File: src/rtl/gpio_rf_pkg.sv
package gpio_rf_pkg;

    localparam int WORD_W        = 32;
    localparam int FUNC_W        = 3;
    localparam int PINS_PER_FSEL = 10;
    localparam int ADDR_W        = 4;
    localparam int ID_PIN_COUNT  = 54;
    localparam logic [WORD_W-1:0] ID_WORD = 32'h6770_696f;

    localparam logic [ADDR_W-1:0] A_SET_LO = 4'd8;
    localparam logic [ADDR_W-1:0] A_SET_HI = 4'd9;
    localparam logic [ADDR_W-1:0] A_CLR_LO = 4'd10;
    localparam logic [ADDR_W-1:0] A_CLR_HI = 4'd11;
    localparam logic [ADDR_W-1:0] A_LEV_LO = 4'd12;
    localparam logic [ADDR_W-1:0] A_LEV_HI = 4'd13;
    localparam logic [ADDR_W-1:0] A_ID     = 4'd15;

    typedef enum logic [FUNC_W-1:0] {
        FN_INPUT  = 3'b000,
        FN_OUTPUT = 3'b001,
        FN_ALT5   = 3'b010,
        FN_ALT4   = 3'b011,
        FN_ALT0   = 3'b100,
        FN_ALT1   = 3'b101,
        FN_ALT2   = 3'b110,
        FN_ALT3   = 3'b111
    } pin_func_e;

    typedef struct packed {
        logic       fsel;
        logic       set;
        logic       clr;
        logic       lev;
        logic       id;
        logic       hi;
        logic [2:0] idx;
    } reg_sel_t;

    function automatic int ceil_div(input int a, input int b);
        return (a + b - 1) / b;
    endfunction

    function automatic reg_sel_t decode(input logic [ADDR_W-1:0] a, input int fsel_words);
        reg_sel_t s;
        s      = '0;
        s.idx  = a[2:0];
        s.hi   = a[0];
        s.fsel = (a[3] == 1'b0) && (int'(a[2:0]) < fsel_words);
        s.set  = (a == A_SET_LO) || (a == A_SET_HI);
        s.clr  = (a == A_CLR_LO) || (a == A_CLR_HI);
        s.lev  = (a == A_LEV_LO) || (a == A_LEV_HI);
        s.id   = (a == A_ID);
        return s;
    endfunction

endpackage

File: src/rtl/gpio_fsel_bank.sv
module gpio_fsel_bank
    import gpio_rf_pkg::*;
#(
    parameter int NUM_PINS = 58
) (
    input  logic                               clk,
    input  logic                               rst,
    input  logic                               wr_en,
    input  logic [2:0]                         wr_idx,
    input  logic [WORD_W-1:0]                  wdata,
    output logic [NUM_PINS*FUNC_W-1:0]         func_flat,
    output logic [NUM_PINS-1:0]                oe,
    output logic [ceil_div(NUM_PINS, PINS_PER_FSEL)*WORD_W-1:0] rd_flat
);
    localparam int NWORDS = ceil_div(NUM_PINS, PINS_PER_FSEL);

    pin_func_e func_q [NUM_PINS];

    for (genvar p = 0; p < NUM_PINS; p++) begin : g_pin
        localparam int W   = p / PINS_PER_FSEL;
        localparam int OFF = (p % PINS_PER_FSEL) * FUNC_W;

        always_ff @(posedge clk) begin
            if (rst)
                func_q[p] <= FN_INPUT;
            else if (wr_en && (int'(wr_idx) == W))
                func_q[p] <= pin_func_e'(wdata[OFF +: FUNC_W]);
        end

        assign func_flat[p*FUNC_W +: FUNC_W] = func_q[p];
        assign oe[p] = (func_q[p] == FN_OUTPUT);
    end

    always_comb begin
        rd_flat = '0;
        for (int p = 0; p < NUM_PINS; p++)
            rd_flat[(p / PINS_PER_FSEL)*WORD_W + (p % PINS_PER_FSEL)*FUNC_W +: FUNC_W] = func_q[p];
    end

    AST_OE_HOLD_NO_WRITE: assert property (@(posedge clk) disable iff (rst)
        !wr_en |=> $stable(oe));

    AST_FSEL_RESET_INPUT: assert property (@(posedge clk) disable iff (rst)
        $past(rst) |-> (func_flat == '0) && (oe == '0));

    if (NWORDS > 8) begin : g_bad
        initial $error("gpio_fsel_bank: too many function words");
    end
endmodule

File: src/rtl/gpio_out_latch.sv
module gpio_out_latch #(
    parameter int NUM_PINS = 58
) (
    input  logic                clk,
    input  logic                rst,
    input  logic [NUM_PINS-1:0] set_mask,
    input  logic [NUM_PINS-1:0] clr_mask,
    output logic [NUM_PINS-1:0] q
);
    always_ff @(posedge clk) begin
        if (rst) q <= '0;
        else     q <= (q | set_mask) & ~clr_mask;
    end

    AST_SET_RAISES: assert property (@(posedge clk) disable iff (rst)
        ((|set_mask) && !(|clr_mask)) |=> ((q & $past(set_mask)) == $past(set_mask)));

    AST_CLR_LOWERS: assert property (@(posedge clk) disable iff (rst)
        (|clr_mask) |=> ((q & $past(clr_mask)) == '0));

    AST_LATCH_HOLDS: assert property (@(posedge clk) disable iff (rst)
        (!(|set_mask) && !(|clr_mask)) |=> $stable(q));

    AST_LATCH_RESET_LOW: assert property (@(posedge clk) disable iff (rst)
        $past(rst) |-> (q == '0));
endmodule

File: src/rtl/gpio_in_sync.sv
module gpio_in_sync #(
    parameter int NUM_PINS = 58,
    parameter int STAGES   = 2
) (
    input  logic                clk,
    input  logic                rst,
    input  logic [NUM_PINS-1:0] d,
    output logic [NUM_PINS-1:0] q
);
    logic [NUM_PINS-1:0] chain [STAGES];

    for (genvar s = 0; s < STAGES; s++) begin : g_stage
        always_ff @(posedge clk) begin
            if (rst)         chain[s] <= '0;
            else if (s == 0) chain[s] <= d;
            else             chain[s] <= chain[(s == 0) ? 0 : s-1];
        end
    end

    assign q = chain[STAGES-1];
endmodule

File: src/rtl/gpio_regfile.sv
module gpio_regfile
    import gpio_rf_pkg::*;
#(
    parameter int NUM_PINS    = 58,
    parameter int SYNC_STAGES = 2
) (
    input  logic                        clk,
    input  logic                        rst,
    input  logic                        bus_wr,
    input  logic                        bus_rd,
    input  logic [3:0]                  bus_addr,
    input  logic [31:0]                 bus_wdata,
    output logic [31:0]                 bus_rdata,
    input  logic [NUM_PINS-1:0]         pin_in,
    output logic [NUM_PINS-1:0]         pin_oe,
    output logic [NUM_PINS-1:0]         pin_out,
    output logic [NUM_PINS*3-1:0]       pin_func
);
    localparam int FSEL_WORDS = ceil_div(NUM_PINS, PINS_PER_FSEL);
    localparam int PAD_W      = 2 * WORD_W;

    reg_sel_t                     sel;
    logic [FSEL_WORDS*WORD_W-1:0] fsel_rd;
    logic [PAD_W-1:0]             set_full, clr_full, lev_full;
    logic [NUM_PINS-1:0]          lev_sync;
    logic [WORD_W-1:0]            id_value, rd_value;

    assign sel = decode(bus_addr, FSEL_WORDS);

    gpio_fsel_bank #(.NUM_PINS(NUM_PINS)) u_fsel (
        .clk       (clk),
        .rst       (rst),
        .wr_en     (bus_wr && sel.fsel),
        .wr_idx    (sel.idx),
        .wdata     (bus_wdata),
        .func_flat (pin_func),
        .oe        (pin_oe),
        .rd_flat   (fsel_rd)
    );

    always_comb begin
        set_full = '0;
        clr_full = '0;
        if (bus_wr && sel.set) set_full[(sel.hi ? WORD_W : 0) +: WORD_W] = bus_wdata;
        if (bus_wr && sel.clr) clr_full[(sel.hi ? WORD_W : 0) +: WORD_W] = bus_wdata;
    end

    gpio_out_latch #(.NUM_PINS(NUM_PINS)) u_latch (
        .clk      (clk),
        .rst      (rst),
        .set_mask (set_full[NUM_PINS-1:0]),
        .clr_mask (clr_full[NUM_PINS-1:0]),
        .q        (pin_out)
    );

    gpio_in_sync #(.NUM_PINS(NUM_PINS), .STAGES(SYNC_STAGES)) u_sync (
        .clk (clk),
        .rst (rst),
        .d   (pin_in),
        .q   (lev_sync)
    );

    always_comb begin
        lev_full = '0;
        lev_full[NUM_PINS-1:0] = lev_sync;
    end

    if (NUM_PINS == ID_PIN_COUNT) begin : g_id
        assign id_value = ID_WORD;
    end else begin : g_noid
        assign id_value = '0;
    end

    always_comb begin
        rd_value = '0;
        if (sel.fsel)     rd_value = fsel_rd[int'(sel.idx)*WORD_W +: WORD_W];
        else if (sel.lev) rd_value = lev_full[(sel.hi ? WORD_W : 0) +: WORD_W];
        else if (sel.id)  rd_value = id_value;
    end

    always_ff @(posedge clk) begin
        if (rst)         bus_rdata <= '0;
        else if (bus_rd) bus_rdata <= rd_value;
    end

    AST_STROBE_READS_ZERO: assert property (@(posedge clk) disable iff (rst)
        (bus_rd && (bus_addr >= A_SET_LO) && (bus_addr <= A_CLR_HI)) |=> (bus_rdata == '0));

    AST_RDATA_HOLDS: assert property (@(posedge clk) disable iff (rst)
        !bus_rd |=> $stable(bus_rdata));

    AST_LEVEL_HIGH_BITS_ZERO: assert property (@(posedge clk) disable iff (rst)
        (bus_rd && (bus_addr == A_LEV_HI)) |=> ((bus_rdata >> (NUM_PINS - WORD_W)) == '0));

    initial begin
        if (NUM_PINS <= WORD_W || NUM_PINS > PAD_W)
            $error("gpio_regfile: NUM_PINS must be 33..64");
    end
endmodule

File: config.mk
export PLATFORM = sky130hd
export DESIGN_NAME = gpio_regfile
export DESIGN_NICKNAME = d
export VERILOG_FILES = /design/src/rtl/gpio_rf_pkg.sv /design/src/rtl/gpio_fsel_bank.sv /design/src/rtl/gpio_out_latch.sv /design/src/rtl/gpio_in_sync.sv /design/src/rtl/gpio_regfile.sv
export SDC_FILE = /design/constraint.sdc
export NUM_CORES = 1
export LEC_CHECK = 0
export BUFFER_PORTS_ARGS = -buffer_cell sky130_fd_sc_hd__buf_2
export CAP_MARGIN = 20
export CORE_MARGIN = 3
export CORE_UTILIZATION = 50
export CTS_BUF_LIST = sky130_fd_sc_hd__clkbuf_8
export DETAILED_ROUTE_END_ITERATION = 10
export PLACE_DENSITY = 0.87
export SYNTH_ARGS = -nofsm -noshare
export SYNTH_HDL_FRONTEND = slang
export SYNTH_HIERARCHICAL = 1
export SYNTH_SLANG_ARGS = --single-unit
File: constraint.sdc
create_clock -name clk -period 5.95 [get_ports clk]
set_input_delay 1.785 -clock clk [delete_from_list [all_inputs] [get_ports clk]]
set_output_delay 1.785 -clock clk [all_outputs]
set_load 0.005 [all_outputs]
======== Word level (Yosys, flattened, before mapping) ========
Memories as Yosys holds them, arrays and structs flattened.
Cells that the tools add are included.
storage, ports and cells
  logic and storage cells ................. 244
  memory bits (writable) .................. 290
  memories ................................ 2
  bits in registers ....................... 90
  output and inout port bits .............. 322
operators by class
  add/subtract/negate cells ............... 1
  eq/ne operators ......................... 69
  shifts and indexed selects .............. 4
  reductions and logical operators ........ 14
  bitwise gates (word level) .............. 65
  mux-type cells .......................... 86
  magnitude comparators ................... 1
memories
  name           words  width  read ports  clocked after memory_dff  write ports  line                  text
  u_fsel.func_q  58     3      58          0                         58           gpio_fsel_bank.sv:17  pin_func_e func_q [NUM_PINS];
  u_sync.chain   2      58     2           0                         2            gpio_in_sync.sv:10    logic [NUM_PINS-1:0] chain [STAGES];
operator list
  operator                                                 count
  two-way mux 58 bit                                       4
  indexed part select 192 x 9 -> 32 bit                    1
  == test 3 x 1 -> 1 bit (second input constant)           58
  two-way mux 3 bit                                        58
  bitwise AND 58 bit                                       2
  two-way mux 32 bit                                       2
  indexed part select 64 x 7 -> 32 bit                     1
  OR 1 bit                                                 60
  NOT 58 bit                                               1
  OR 58 bit                                                1
  variable shift 32 x 33 -> 58 bit (first input constant)  1
  indexed part select 32 x 33 -> 58 bit                    1
  negator 32 -> 33 bit                                     1
  == test 4 bit (second input constant)                    6
  two-way mux 1 bit                                        21
  == test 3 bit (second input constant)                    4
  logical AND 1 bit                                        10
  two-way mux 6 bit                                        1
  == test 3 x 2 -> 1 bit (second input constant)           1
  logical NOT 3 bit                                        1
  logical OR 1 bit                                         3
  less-than comparator 3 bit (second input constant)       1
  NOT 1 bit                                                1

======== Longest topological paths before layout ========
Gate-level depths: netlist of the first run.
  word-level depth ........................ 8
  mapped depth ............................ 8
  depth with buffers taken out ............ 6

======== Cells and area by module ========
Netlist of the first run, hierarchy kept.
by module, submodules not included
  module          cells an instance  area an instance (um2)  instances
  gpio_fsel_bank  697                8494.4                  1
  gpio_regfile    529                4056.4                  1
  gpio_in_sync    244                3120.5                  1
  gpio_out_latch  180                1814.2                  1

======== Least setup slack after synthesis of the first run ========
OpenSTA, ideal clock, no wires.
  path type ............................... in2reg
  from .................................... input port bus_addr[1]
  to ...................................... memory u_fsel/func_q[0][30] in the netlist's numbering (enable)
  stages .................................. 6
  data arrival time ....................... 4.389 ns
  required time ........................... 5.526 ns
  buffers on the path ..................... 3
  setup time .............................. 0.424 ns
  setup slack ............................. 1.138 ns
  cells stage by stage .................... buf_4 -> clkbuf_1 -> a211oi_1 -> buf_4 -> nand2b_1 -> o21bai_1
RTL lines
  element          line                  text
  start, declared  gpio_regfile.sv:11    input logic [3:0] bus_addr,
  end, declared    gpio_fsel_bank.sv:17

======== Final worst setup path of the first run ========
  from .................................... input port bus_addr[2]
  to ...................................... register bus_rdata[16]
between the ends
  cells in the longest elaborated chain, start to end .. 4
  elaborated cells on any way between the ends .. 8
  classes of those cells .................. order compare (1); eq/ne (2); shift (1); mux (2); reduce/logical (2)
RTL lines
  element                                                                                        line                text
  parallel branches: the longest is 3 deep, another holds indexed part select 192 x 9 -> 32 bit  --
  two-way mux 32 bit (*)                                                                         gpio_regfile.sv:76  if (sel.fsel) rd_value = fsel_rd[int'(sel.idx)*WORD_W +: WORD_W];
  end signal, assigned                                                                           gpio_regfile.sv:83  else if (bus_rd) bus_rdata <= rd_value;
  end, declared                                                                                  gpio_regfile.sv:13  output logic [31:0] bus_rdata,
Every way passes the cells marked *.
A chain may end at the register's enable or synchronous reset.

==> results_dict.tcl, run 1 <==
set metrics [dict create \
    postRouteAntennaNets 0 \
    final-setup-viol-count 0 \
    yosys.cell_count.top_type "nor2_1" \
    place_hpwl_um 37000 \
    design.die.area_um2 37300 \
    yosysTopAreaCell "edfxtp_1" \
    period_minus_slack_ns 3.79 \
    floorplan.initialDensity_pct 51.4 \
    cts_inserted_buffers 58 \
    worstMarginPinSlew_ns 1.10 \
    power_density_nw_per_um2 288 \
    synth_top_cell_area_share_pct 29.9 \
    cts-hold-fix-buffers 0 \
    filler_cell_count 2802 \
    cts.root.buffer_cell "clkbuf_8" \
    wire_length_of_the_first_global_routing_pass_um 74400 \
    detailroute.via_count 12800 \
    unrepaired_setup_endpoints_after_global_routing "no" \
    largest_net_degree_at_the_start_of_global_routing 173 \
    routabilityCongestion 0.892 \
    antenna_found_initial 2 \
    totalWireLength_um 51800 \
    syn_avg_cell_area_um2 10.6 \
    track_usage_pct 26.7 \
    cts.sink_count 380 \
    worst_clock_skew_ns 0.0262 \
    total_power_consumption_of_the_routed_design_mw 5.63 \
    routedWlPerCell_um 21.9 \
    h-tree-depth 2 \
    timing_hold_violations_final 0 \
    die_width_um 193 \
    cts.clk_slew.worst_paths_ns 0.06 \
    detailedRoute.firstIterationViolations 1110 \
    element_type_at_the_critical_path_start "primary input" \
    synthArstFlopShare_pct 0 \
    worst_setup_path_end_kind "register" \
    postSynthRegisterBits 380 \
    drive_gt1_share_pct 28.8 \
    cp.arrival_ns 4.29 \
    synth-seq-area-share_pct 53.5 \
    cts_setup_buffers 0 \
    tritoncts "built" \
    worstPathMaxFanout 48 \
    synth_cells 1650 \
    clock_latency_late_sink_ns 0.61 \
    clk_path_buf_depth 3 \
    chipHeight_um 193 \
    post_synth_instance_area_um2 17500 \
    numPortBuffers 419 \
    synth_top_flop_cell "dfxtp_1" \
    core_area_um2 34000 \
    post_cts_resize_count 0 \
    finalNetCount 1969 \
    synth-edff-count 174 \
    list_of_most_frequent_post_synthesis_cells "273 x nor2_1, 209 x buf_4, 206 x dfxtp_1, 174 x edfxtp_1, 122 x mux2i_1" \
    max_clock_freq_mhz 264 \
    run_status "finished, final reports clean" \
    ff_latch_area_um2 9350 \
    placementRows 67 \
    final-max-slew-violation-count 0 \
    ir_drop_mv 0.172 \
    max_capacitance_violation_total 0 \
    multi_input_comb_area_um2 6240 \
    timing_worst_setup_path_type "primary input to register" \
    worstHoldPathType "register to register" \
    yosysWarnings 6 \
    relSlewSlack_pct 26.5 \
    worstPathRequired_ns 6.46 \
    p_leak_nw 8.30 \
    yosys-top-cells-area "edfxtp_1 30%, dfxtp_1 24%, buf_4 9.0%, mux2i_1 7.0%, nor2_1 5.9%" \
    num_io_pins 420 \
    detailedRoute.firstPassIterationCount 7 \
    timing.setup.tns_ns 0 \
    synthesis_to_layout_area_growth_pct 11.9 \
    routed_via_density 5.42 \
    min_period_over_period_pct 63.6 \
    global_route.overflow_total 0 \
    synth.distinct_cells 35 \
    number_of_global_route_vias_before_repair 12400 \
    drc_errors 0 \
    fin_util_pct 57.5 \
]
-- metrics by stage --
stage	std cells	cell area, um^2	setup slack [ns]	hold WS, ns
6_report	2371	19600	2.16	0.422
5_1_grt	2368	19600	1.99	0.429
4_1_cts	2367	19600	2.27	0.412
3_5_place_dp	2259	18400	1.61	0.421
3_3_place_gp	2259	18400	1.72	0.421
2_1_floorplan	1667	17500	1.14	0.414
-- state kept, by name, indices dropped and copies added, names as in the netlist --
signal / count
u_fsel/func_q: 174
bus_rdata: 32
u_sync/chain: 116
u_latch/q: 58
-- critical path: stages --
cell and delay (ns):
buf_2 0.67, buf_4 0.41, nand3b_1 0.68, o21ai_0 0.49, a21oi_1 0.09, nor3_1 0.15
-- cell type report --
cell class,count,area share [%]
flip-flops and latches,380,47.8
well taps,448,2.86
clock inverters,42,1.20
inverters,3,0.0703
diodes,4,0.0511
multi-input cells,990,31.9
clock buffers,66,4.64
repair buffers,438,11.5
-- cells in the final DEF, fill, tap and decap left out, types with 38 or more instances in the layout --
cell type and n:
nor3b_1 64, and2_1 104, edfxtp_1 174, nor2b_1 116
buf_2 417, o21ai_0 55, mux2i_1 122, nor3_1 70
a221oi_1 38, dfxtp_1 206, clkbuf_8 67, nor2_1 272
-- power by group --
group / leakage [nW] / switching [mW] / internal (mW)
combinational: 4.27 / 0.343 / 0.224
clock: 0.678 / 1.00 / 1.10
sequential: 3.36 / 0.0962 / 2.86
total: 8.30 / 1.44 / 4.19
-- routing by layer --
layer | wire length [um] | global-route usage, %
met5 | 0 | 0
met4 | 2250 | 11.2
met3 | 4790 | 5.91
met2 | 25300 | 46.0
met1 | 19500 | 32.5
-- cells by family (layout without fill, tap and decap cells) --
group / Yosys count / in the layout / share of synthesized area [%]
and+or+nand+nor: 723 / 723 / 23.5
AOI/OAI and AO/OA: 127 / 127 / 4.52
muxes: 122 / 122 / 6.98
DFF: 380 / 380 / 53.5
other: 1 / 22 / 0.0214
buffers and inverters: 297 / 549 / 11.5
-- worst paths after layout --
kind | start | to | slack (ns) | cells past startpoint
setup / recovery | bus_addr[2] | bus_rdata[16] | 2.16 | 6
setup reg to reg | u_fsel/func_q[0][91] | bus_rdata[1] | 4.35 | 4
hold / removal | u_sync/chain[0][48] | u_sync/chain[1][48] | 0.42 | 1
hold reg to reg | u_sync/chain[0][48] | u_sync/chain[1][48] | 0.42 | 1
Power figures use the tool's default switching activity.
==> run 2: changes to the inputs <==
PLACE_DENSITY = 0.9   (was 0.87)
clock period = 3.1 ns   (was 5.95 ns; I/O delays follow)
==> results_dict.tcl, run 2 (synthesis results as in run 1) <==
set metrics [dict create \
    min_period_over_period_pct 80.7 \
    chipHeight_um 193 \
    num_io_pins 420 \
    period_minus_slack_ns 2.50 \
    number_of_global_route_vias_before_repair 12900 \
    tritoncts "built" \
    hold-path-endpoint "u_sync/chain[1][44]" \
    relSlewSlack_pct 28.6 \
    numPortBuffers 419 \
    detailedRoute.firstIterationViolations 1132 \
    worstMarginPinSlew_ns 1.07 \
    core_area_um2 34000 \
    detailroute.via_count 13200 \
    finalInstanceArea_um2 20000 \
    cp.arrival_ns 1.57 \
    worstPathRequired_ns 2.17 \
    timing.rr.start "u_fsel/func_q[0][32]" \
    post_cts_resize_count 0 \
    ir_drop_mv 0.345 \
    cts.clk_slew.worst_paths_ns 0.06 \
    cts.root.buffer_cell "clkbuf_8" \
    timing_hold_violations_final 0 \
    dp.cells 2288 \
    cts_inserted_buffers 58 \
    mostFrequentLayoutCell "buf_2" \
    floorplan.initialDensity_pct 51.4 \
    worstPathMaxFanout 3 \
    fin_cells 2397 \
    drc_errors 0 \
    routedWlPerCell_um 22.2 \
    cts-hold-fix-buffers 0 \
    max_clock_freq_mhz 400 \
    p_leak_nw 8.49 \
    layout.cells.most_common_list "417 x buf_2, 271 x nor2_1, 206 x dfxtp_1" \
    routabilityCongestion 0.905 \
    finalNetCount 1998 \
    worstPathCellList "nor3b_1, buf_2" \
    drive_gt1_share_pct 30.5 \
    element_type_at_the_critical_path_start "register" \
    cts.sink_count 380 \
    worst_setup_path_end_kind "output port" \
    totalWireLength_um 53300 \
    place_hpwl_um 38200 \
    total_power_consumption_of_the_routed_design_mw 11.2 \
    crit_slowest_cell "edfxtp_1" \
    timing_worst_setup_path_type "register to output port" \
    final-setup-viol-count 0 \
    critical_path.max_stage_delay_ns 0.52 \
    wire_length_of_the_first_global_routing_pass_um 77000 \
    holdCritStartpoint "u_sync/chain[0][44]" \
    h-tree-depth 2 \
    rr_worst_depth 4 \
    routed_via_density 5.51 \
    final-max-slew-violation-count 0 \
    postRouteAntennaNets 0 \
    worst_clock_skew_ns 0.0268 \
    timing.setup.tns_ns 0 \
    antenna_found_initial 1 \
    detailed_place.area_um2 18800 \
    timing.reg2reg.setup_slack_ns 1.53 \
    detailedRoute.firstPassIterationCount 6 \
    clock_latency_late_sink_ns 0.62 \
    reg.largest.list "u_fsel/func_q (174), u_sync/chain (116), u_latch/q (58)" \
    hold_path_depth 1 \
    rr_endpoint "bus_rdata[2]" \
    power_density_nw_per_um2 559 \
    number_of_flip_flops_in_the_largest_register 174 \
    max_capacitance_violation_total 0 \
    unrepaired_setup_endpoints_after_global_routing "no" \
    largest_net_degree_at_the_start_of_global_routing 119 \
    die_width_um 193 \
    track_usage_pct 27.7 \
    global_route.overflow_total 0 \
    placementRows 67 \
    worstHoldPathType "register to register" \
    synthesis_to_layout_area_growth_pct 14.5 \
    largest_register_by_flop_count "u_fsel/func_q" \
    design.die.area_um2 37300 \
    clk_path_buf_depth 3 \
    fin_util_pct 58.8 \
    cts_setup_buffers 0 \
    run_status "finished, final reports clean" \
]
## run 2: per-layer routing
layer / vias up / global-route usage, % / wire, um
met5: - / 0 / 0
met4: 0 / 11.7 / 2240
met3: 148 / 5.91 / 5370
met2: 819 / 49.5 / 26800
met1: 6297 / 32.3 / 18900
li1: 5935 / - / -
## run 2: worst max path at each step
stage	from	endpoint	slack, ns
CTS	u_fsel/func_q[1][64]	pin_oe[53]	0.57
floorplan	bus_addr[1]	u_fsel/func_q[0][0]	-0.28
global route	u_fsel/func_q[1][64]	pin_oe[53]	0.54
finish	u_fsel/func_q[1][64]	pin_oe[53]	0.60
detailed placement	bus_addr[1]	u_fsel/func_q[0][75]	0.08
global placement	bus_addr[1]	u_fsel/func_q[0][77]	0.14
## run 2: stage by stage
stage | hold WS, ns | worst slack, ns
finish | 0.436 | 0.600
global route | 0.455 | 0.535
CTS | 0.436 | 0.567
floorplan | 0.414 | -0.283
global placement | 0.419 | 0.136
detailed placement | 0.421 | 0.0824
## run 2: power breakdown
part           leakage, nW  switching, mW  total [mW]  internal (mW)
clock                0.687           1.95        4.36           2.41
sequential            3.36          0.201        5.69           5.49
combinational         4.44          0.667        1.14          0.471
total                 8.49           2.82        11.2           8.37
## run 2: final cells by class
type                            count  area (um^2)
Sequential cell                   380         9350
Multi-Input combinational cell    990         6260
Clock inverter                     34          246
Tap cell                          448          561
Clock buffer                       74         1020
Inverter                            3         13.8
Fill cell                        2777        14000
Timing Repair Buffer              467         2570
Antenna cell                        1         2.50
## run 2: critical path, delay by kind of cell, from the launching register on
family	cells	cell delay (ns)
AND/OR/NAND/NOR	1	0.29
flip-flops	1	0.52
buffers and inverters	1	0.16
==> run 3: changes to the inputs <==
PLACE_DENSITY = 0.87   (was 0.9)
clock period = 2.4 ns   (was 3.1 ns; I/O delays follow)
==> results_dict.tcl, run 3 (synthesis results as in run 1) <==
set metrics [dict create \
    run_status "finished, final reports clean" \
    timing.setup.tns_ns 0 \
    finalNetCount 2046 \
    power_density_nw_per_um2 698 \
    die_width_um 193 \
    largest_net_degree_at_the_start_of_global_routing 97 \
    totalWireLength_um 53200 \
    postRouteAntennaNets 0 \
    total_power_consumption_of_the_routed_design_mw 14.3 \
    period_minus_slack_ns 2.26 \
    timing_hold_violations_final 0 \
    cts.sink_count 380 \
    design.die.area_um2 37300 \
    clock_latency_late_sink_ns 0.63 \
    placementRows 67 \
    wire_length_of_the_first_global_routing_pass_um 77000 \
    relSlewSlack_pct 62.9 \
    clk_path_buf_depth 3 \
    track_usage_pct 27.5 \
    dp.cells 2334 \
    final-setup-viol-count 0 \
    timing.rr.start "u_fsel/func_q[0][39]" \
    global_route.overflow_total 0 \
    place_hpwl_um 39000 \
    ir_drop_mv 0.482 \
    element_type_at_the_critical_path_start "register" \
    worst_clock_skew_ns 0.0311 \
    routedWlPerCell_um 21.8 \
    largest_register_by_flop_count "u_fsel/func_q" \
    tritoncts "built" \
    detailedRoute.firstPassIterationCount 5 \
    worstMarginPinSlew_ns 0.555 \
    drive_gt1_share_pct 31.7 \
    reg.largest.list "u_fsel/func_q (174), u_sync/chain (116), u_latch/q (58)" \
    detailedRoute.firstIterationViolations 1190 \
    min_period_over_period_pct 94.2 \
    max_clock_freq_mhz 442 \
    routed_via_density 5.44 \
    h-tree-depth 2 \
    core_area_um2 34000 \
    cts_inserted_buffers 59 \
    routabilityCongestion 0.923 \
    synthesis_to_layout_area_growth_pct 16.7 \
    worstPathMaxFanout 3 \
    cp-startpoint "u_fsel/func_q[1][70]" \
    mostFrequentLayoutCell "buf_2" \
    numPortBuffers 419 \
    cts.clk_slew.worst_paths_ns 0.06 \
    filler_cell_count 2725 \
    layout.cells.most_common_list "417 x buf_2, 272 x nor2_1, 206 x dfxtp_1" \
    cts_setup_buffers 0 \
    cts.root.buffer_cell "clkbuf_8" \
    unrepaired_setup_endpoints_after_global_routing "no" \
    num_io_pins 420 \
    worstPathRequired_ns 1.68 \
    p_leak_nw 8.77 \
    cp.arrival_ns 1.54 \
    detailroute.via_count 13300 \
    chipHeight_um 193 \
    timing_worst_setup_path_type "register to output port" \
    number_of_global_route_vias_before_repair 13100 \
    final-max-slew-violation-count 0 \
    antenna_found_initial 1 \
    fin_cells 2445 \
    holdCritStartpoint "pin_in[53]" \
    worstHoldPathType "primary input to register" \
    drc_errors 0 \
    floorplan.initialDensity_pct 51.4 \
    worst_setup_path_end_kind "output port" \
    number_of_flip_flops_in_the_largest_register 174 \
    num_antenna_cells 0 \
    max_capacitance_violation_total 0 \
]
-- run 3: cell types whose count changed in the layout (fill, tap and decap cells not counted), sizes merged --
| cell | before | now |
|---|---|---|
| clkinvlp | 6 | 1 |
| diode | 1 | 0 |
| clkbuf | 75 | 71 |
| clkinv | 11 | 12 |
| buf | 466 | 513 |
| bufinv | 3 | 2 |
| inv | 17 | 28 |
-- run 3: area by class of cell --
type	count	area [um^2]	area share (%)
Clock inverter	40	219	1.07
Multi-Input combinational cell	990	6280	30.8
Inverter	3	13.8	0.0674
Tap cell	448	561	2.75
Clock buffer	70	963	4.72
Timing Repair Buffer	514	3020	14.8
Sequential cell	380	9350	45.8
-- run 3: through the flow --
stage	hold slack [ns]	util, %	worst slack, ns	area, um^2
floorplan	0.414	-	-0.0718	17700
global placement	0.420	56.4	-0.163	19200
detailed placement	0.421	56.4	-0.185	19200
CTS	0.279	59.9	0.0726	20400
global route	0.282	60.0	0.0812	20400
finish	0.324	60.0	0.140	20400
-- run 3: critical path, stage by stage, from the launching register on --
cell	delay [ns]
edfxtp_1	0.41
nor3b_1	0.34
buf_2	0.19
-- run 3: final timing paths --
kind / slack [ns] / endpoint / cells after the start
max: 0.14 / pin_oe[55] / 2
min: 0.32 / u_sync/chain[0][53] / 2
max reg2reg: 0.90 / bus_rdata[9] / 5
min reg2reg: 0.43 / u_sync/chain[1][47] / 1
-- run 3: routing by layer --
layer | global-route usage, % | wire length, um | share of wire (%) | vias to the layer above
li1 | - | - | - | 6037
met1 | 32.0 | 18600 | 35 | 6317
met2 | 49.2 | 27000 | 51 | 798
met3 | 6.27 | 5420 | 10 | 139
met4 | 11.3 | 2250 | 4.2 | 0
met5 | 0 | 0 | 0 | -
-- run 3: repair_timing --
item,in CTS,in global routing
resized for setup,1,2
hold buffers,0,0
endpoints found under the setup margin,1,2
-- run 3: report_power, final --
part / internal, mW / total, mW / switching [mW]
registers: 7.09 / 7.34 / 0.250
clock network: 2.86 / 5.35 / 2.49
logic: 0.680 / 1.56 / 0.883
